### src/rtl/lcdw_pkg.sv
package lcdw_pkg;

  typedef enum logic [2:0] {
    PH_IDLE,
    PH_CSS,
    PH_WRS,
    PH_ACT,
    PH_HLD
  } ph_e;

  typedef struct packed {
    logic [3:0] css;
    logic [3:0] wrs;
    logic [3:0] act;
    logic [3:0] hld;
  } tim_t;

  localparam tim_t TIM_RST = '{css: 4'd0, wrs: 4'd0, act: 4'd1, hld: 4'd0};

  function automatic tim_t cfg_to_tim(logic [31:0] w);
    tim_t t;
    t.css = w[19:16];
    t.wrs = w[15:12];
    t.act = w[11:8];
    t.hld = w[7:4];
    return t;
  endfunction

  function automatic ph_e ph_after(ph_e p, tim_t t);
    case (p)
      PH_IDLE: return (t.css != 4'd0) ? PH_CSS : ((t.wrs != 4'd0) ? PH_WRS : PH_ACT);
      PH_CSS:  return (t.wrs != 4'd0) ? PH_WRS : PH_ACT;
      PH_WRS:  return PH_ACT;
      PH_ACT:  return (t.hld != 4'd0) ? PH_HLD : PH_IDLE;
      default: return PH_IDLE;
    endcase
  endfunction

  function automatic logic [3:0] ph_len(ph_e p, tim_t t);
    case (p)
      PH_CSS:  return t.css;
      PH_WRS:  return t.wrs;
      PH_ACT:  return (t.act == 4'd0) ? 4'd1 : t.act;
      PH_HLD:  return t.hld;
      default: return 4'd1;
    endcase
  endfunction

endpackage

### src/rtl/lcdw_cfg_lat.sv
module lcdw_cfg_lat
  import lcdw_pkg::*;
(
  input  logic        clk,
  input  logic        rst_n,
  input  logic [31:0] cfg_word,
  input  logic        load,
  output logic        en,
  output tim_t        tim
);

  logic unused_cfg_bits;
  assign unused_cfg_bits = ^{cfg_word[31:20], cfg_word[3:1]};

  assign en = cfg_word[0];

  always_ff @(posedge clk) begin
    if (!rst_n) begin
      tim <= TIM_RST;
    end else if (load) begin
      tim <= cfg_to_tim(cfg_word);
    end
  end

endmodule

### src/rtl/lcdw_frame_ctl.sv
module lcdw_frame_ctl #(
  parameter int CNT_W = 8
) (
  input  logic             clk,
  input  logic             rst_n,
  input  logic             en,
  input  logic             trig_sel,
  input  logic             trig_cmd,
  input  logic [CNT_W-1:0] frame_w,
  input  logic [CNT_W-1:0] frame_h,
  input  logic             eng_idle,
  input  logic             word_acc,
  output logic             start,
  output logic             busy,
  output logic             frame_done,
  output logic             words_left
);

  localparam int WORDS_W = 2 * CNT_W;

  logic [WORDS_W-1:0] total;
  logic [WORDS_W-1:0] remain;

  assign total      = WORDS_W'(frame_w) * WORDS_W'(frame_h);
  assign start      = en && trig_sel && trig_cmd && !busy;
  assign words_left = (remain != '0);

  always_ff @(posedge clk) begin
    if (!rst_n) begin
      busy       <= 1'b0;
      frame_done <= 1'b0;
      remain     <= '0;
    end else if (!en) begin
      busy       <= 1'b0;
      frame_done <= 1'b0;
      remain     <= '0;
    end else begin
      frame_done <= 1'b0;
      if (start) begin
        busy   <= 1'b1;
        remain <= total;
      end else if (busy) begin
        if (word_acc) begin
          remain <= remain - WORDS_W'(1);
        end else if (eng_idle && !words_left) begin
          busy       <= 1'b0;
          frame_done <= 1'b1;
        end
      end
    end
  end

endmodule

### src/rtl/lcdw_cycle_eng.sv
module lcdw_cycle_eng
  import lcdw_pkg::*;
#(
  parameter int DATA_W = 16
) (
  input  logic              clk,
  input  logic              rst_n,
  input  logic              en,
  input  tim_t              tim,
  input  logic              acc,
  input  logic [DATA_W-1:0] data_in,
  input  logic              rs_in,
  output logic              cs_n,
  output logic              wr_n,
  output logic              rs,
  output logic [DATA_W-1:0] db,
  output logic              idle
);

  ph_e        phase;
  ph_e        nxt;
  logic [3:0] nxt_len;
  logic [3:0] cnt;

  always_comb begin
    nxt     = ph_after(phase, tim);
    nxt_len = ph_len(nxt, tim);
  end

  assign idle = (phase == PH_IDLE);
  assign cs_n = (phase == PH_IDLE);
  assign wr_n = (phase != PH_ACT);

  always_ff @(posedge clk) begin
    if (!rst_n) begin
      phase <= PH_IDLE;
      cnt   <= 4'd0;
      db    <= '0;
      rs    <= 1'b0;
    end else if (!en) begin
      phase <= PH_IDLE;
      cnt   <= 4'd0;
    end else if (phase == PH_IDLE) begin
      if (acc) begin
        db    <= data_in;
        rs    <= rs_in;
        phase <= nxt;
        cnt   <= nxt_len - 4'd1;
      end
    end else if (cnt == 4'd0) begin
      phase <= nxt;
      cnt   <= nxt_len - 4'd1;
    end else begin
      cnt <= cnt - 4'd1;
    end
  end

endmodule

### src/rtl/lcd_wrcyc_gen.sv
module lcd_wrcyc_gen
  import lcdw_pkg::*;
#(
  parameter int DATA_W = 16,
  parameter int CNT_W  = 8
) (
  input  logic              clk,
  input  logic              rst_n,
  input  logic [31:0]       cfg_word,
  input  logic              trig_sel,
  input  logic              trig_cmd,
  input  logic [CNT_W-1:0]  frame_w,
  input  logic [CNT_W-1:0]  frame_h,
  input  logic              pix_valid,
  input  logic [DATA_W-1:0] pix_data,
  input  logic              pix_rs,
  output logic              pix_ready,
  output logic              cs_n,
  output logic              wr_n,
  output logic              rs,
  output logic [DATA_W-1:0] db,
  output logic              busy,
  output logic              frame_done
);

  logic en;
  logic start;
  logic eng_idle;
  logic words_left;
  logic word_acc;
  tim_t tim;

  assign pix_ready = busy && eng_idle && words_left;
  assign word_acc  = pix_valid && pix_ready;

  lcdw_cfg_lat u_cfg (
    .clk      (clk),
    .rst_n    (rst_n),
    .cfg_word (cfg_word),
    .load     (start),
    .en       (en),
    .tim      (tim)
  );

  lcdw_frame_ctl #(.CNT_W(CNT_W)) u_frame (
    .clk        (clk),
    .rst_n      (rst_n),
    .en         (en),
    .trig_sel   (trig_sel),
    .trig_cmd   (trig_cmd),
    .frame_w    (frame_w),
    .frame_h    (frame_h),
    .eng_idle   (eng_idle),
    .word_acc   (word_acc),
    .start      (start),
    .busy       (busy),
    .frame_done (frame_done),
    .words_left (words_left)
  );

  lcdw_cycle_eng #(.DATA_W(DATA_W)) u_eng (
    .clk     (clk),
    .rst_n   (rst_n),
    .en      (en),
    .tim     (tim),
    .acc     (word_acc),
    .data_in (pix_data),
    .rs_in   (pix_rs),
    .cs_n    (cs_n),
    .wr_n    (wr_n),
    .rs      (rs),
    .db      (db),
    .idle    (eng_idle)
  );

endmodule

### config.mk
export PLATFORM = sky130hd
export DESIGN_NAME = lcd_wrcyc_gen
export DESIGN_NICKNAME = d
export VERILOG_FILES = /design/src/rtl/lcdw_pkg.sv /design/src/rtl/lcdw_cfg_lat.sv /design/src/rtl/lcdw_frame_ctl.sv /design/src/rtl/lcdw_cycle_eng.sv /design/src/rtl/lcd_wrcyc_gen.sv
export SDC_FILE = /design/constraint.sdc
export NUM_CORES = 1
export LEC_CHECK = 0
export ABC_AREA = 1
export BUFFER_PORTS_ARGS = -buffer_cell sky130_fd_sc_hd__buf_2
export CAP_MARGIN = 20
export CORE_MARGIN = 3
export CORE_UTILIZATION = 40
export CTS_CLUSTER_SIZE = 24
export DETAILED_ROUTE_END_ITERATION = 8
export PLACE_DENSITY_LB_ADDON = 0.12
export SLEW_MARGIN = 30
export SYNTH_ARGS = -nofsm -noshare
export SYNTH_HDL_FRONTEND = slang
export SYNTH_SLANG_ARGS = --single-unit
### constraint.sdc
create_clock -name clk -period 10.9 [get_ports clk]
set_input_delay 2.725 -clock clk [delete_from_list [all_inputs] [get_ports clk]]
set_output_delay 2.725 -clock clk [all_outputs]
set_load 0.005 [all_outputs]
==> impl_metrics.yaml <==
run_status:
  outcome: "finished, final reports clean"
yosys:
  synthAdderAreaFrac_pct: 23.1
  synth-simple-area-share_pct: 24.8
  seq_area_frac_synth_pct: 22.2
  avgSynthCellArea_um2: 6.86
  synthArstFlopShare_pct: 0
  synth_ff_type: "dfxtp_1"
  yosysMostFrequentCell: "nand2_1"
  synthXorXnorAreaFrac_pct: 2.17
  synth_top_family_by_area: "simple AND/OR/NAND/NOR gates"
  synth_enable_flop_cells: 0
  muxShareOfSynthArea_pct: 0
  synth.area.top_cells: "dfxtp_1, fa_1, nand2_1, inv_1, ha_1"
  synth-compound-area-share_pct: 13.2
  ys_types: 42
  yosysTopAreaCellShare_pct: 22.2
  synth_fp_nets: 908
  ys_warn_count: 0
  synth_area_um2: 5240
  synth_common_cells: "nand2_1, inv_1, nor2_1, dfxtp_1, a21oi_1"
  synth-seq-cells: 58
  syn_inst: 763
  yosys.area.top_type: "dfxtp_1"
clock_tree:
  cts_htree_levels: 3
  postCtsHoldBufs: 0
  root_buffer: "clkbuf_16"
  postCtsSetupBuffers: 0
  numCtsBuffers: 9
  ctsResizeCount: 0
  cts_buffer_depth: 2
  cts.sinks: 58
  cts_tree: "yes"
  clk_latency_ns: 0.34
  clkTransAtPathRegs_ns: 0.05
setup_path:
  path_max_fanout: 8
  reg2reg_slack_ns: 8.72
  crit_chain: "buf_2, nand2_1, fa_1, fa_1, inv_1, fa_1, inv_1, fa_1, inv_1, ha_1, nand2_1, inv_1, a21boi_0, o21ai_0, nand3_1, nand2_1, nand2_1, nand3_1, nand3_1, nand2_1, inv_1"
  worst-setup-path-type: "in2reg"
  cp.arrival_ns: 6.72
  startpoint: "frame_w[0]"
  slowest_delay_ns: 0.55
  worst_path_max_delay_cell: "fa_1"
  endpoint_kind: "flop"
  reg2reg_from: "u_eng.phase[0]"
  start_kind: "input port"
  required_ns: 11.14
power:
  total_leakage_power_uw: 0.00333
  p_per_area_nw_per_um2: 152
  ir_drop_v: 0.0000770
  total_power_uw: 917
min_path:
  hold_start: "u_eng.db[4]"
  hold_class: "reg2reg"
sta:
  fin_crit_ns: 6.49
  finalSetupTns_ns: 0
  clock_skew_ns: 0.00806
  finalHoldViolCount: 0
  maxSlewViolCount: 0
  worstMarginPinSlew_ns: 0.702
  rsz0062_at_grt: "no"
  finalCritPeriodShare_pct: 59.5
  relSlewSlack_pct: 53.2
  fmax_ghz: 0.154
  finalSetupViolCount: 0
grt:
  grt_pass1_wl_um: 21100
  overflow: 0
  grt.total_usage_pct: 17.6
  grt_pass1_vias: 4669
  grt_start_max_net_pins: 45
  antenna_found_initial: 0
routing:
  drt_iter0_drc: 251
  viasPerCell: 4.78
  vias: 4748
  drt-pass1-iter-count: 4
  postRouteAntennaNets: 0
  drc: 0
  wl_per_cell_um: 12.2
  wl_um: 12100
job:
  maxCapViolCount: 0
die:
  initial_core_util_pct: 41.1
  rows: 41
  die_height_um: 120
  die_area_um2: 14500
  core_um2: 12700
  num_io_pins: 92
  fp.dieW_um: 120
finish:
  fillers: 1352
  drive_gt1_share_pct: 13.6
  num-nets-final: 962
  antenna_cells: 0
  final_util_pct: 47.5
  syn_to_final_growth_pct: 15.4
place:
  gp_congestion: 0.873
  port_buffers: 76
  hpwlAfterDp_um: 9530
[routing by layer]
metal  up-vias  routed length [um]  global-route usage, %
met5         -                   0                      0
met4         0                 165                   5.03
met3        13                 414                   3.55
met2        72                5850                   30.0
met1      2167                5700                   22.5
li1       2496                   -                      -
[logic make-up after synthesis]
family | count (synthesis)
buf+inv | 192
fa+ha+maj | 75
compound gates | 129
simple gates | 296
flops | 58
xor+xnor | 13
[report_power, final]
part / switching, uW / internal [uW] / total (uW)
clock: 102 / 252 / 354
sequential: 4.44 / 218 / 222
combinational: 208 / 133 / 341
[cell type report]
class / instances / area, um^2 / area share [%]
Clock inverter: 5 / 125 / 2.07
Clock buffer: 11 / 243 / 4.02
Timing Repair Buffer: 77 / 388 / 6.42
Multi-Input combinational cell: 513 / 3310 / 54.8
Sequential cell: 58 / 1160 / 19.2
Tap cell: 172 / 215 / 3.56
Inverter: 158 / 596 / 9.86
[critical path, delay by kind of cell]
family	cells	cell delay (ns)
AOI/OAI and AO/OA	2	0.40
adders and majority gates	5	2.46
buffers and inverters	6	0.43
and+or+nand+nor	8	0.70
[cell usage in the layout (no fill, tap or decap), types with 9 or more instances in the layout]
| master | instances |
|---|---|
| nand2_1 | 159 |
| inv_1 | 154 |
| buf_2 | 76 |
| nor2_1 | 59 |
| dfxtp_1 | 58 |
| a21oi_1 | 57 |
| o21ai_0 | 54 |
| nand3_1 | 49 |
| ha_1 | 39 |
| fa_1 | 36 |
| xor2_1 | 10 |
| clkbuf_16 | 9 |
[registers in the layout, summed over array words and instances (netlist names)]
signal / count
u_frame.busy: 1
u_eng.rs: 1
u_eng.cnt: 4
u_eng.db: 16
u_frame.frame_done: 1
u_cfg.tim: 16
u_eng.phase: 3
u_frame.remain: 16
[through the flow]
stage	cells	hold slack [ns]	setup slack [ns]	area, um^2
2_1_floorplan	763	0.444	4.31	5240
3_3_place_gp	978	0.446	4.09	5670
3_5_place_dp	978	0.451	4.04	5670
4_1_cts	994	0.464	4.38	6040
5_1_grt	994	0.476	4.04	6040
6_report	994	0.461	4.41	6040
[worst paths after layout]
check,to,cells after the start
hold reg to reg,u_eng.db[4],2
setup reg to reg,u_eng.cnt[2],9
setup / recovery,u_frame.remain[13],21
hold / removal,u_eng.db[4],2
No activity file was read; power rests on OpenSTA's default activity.
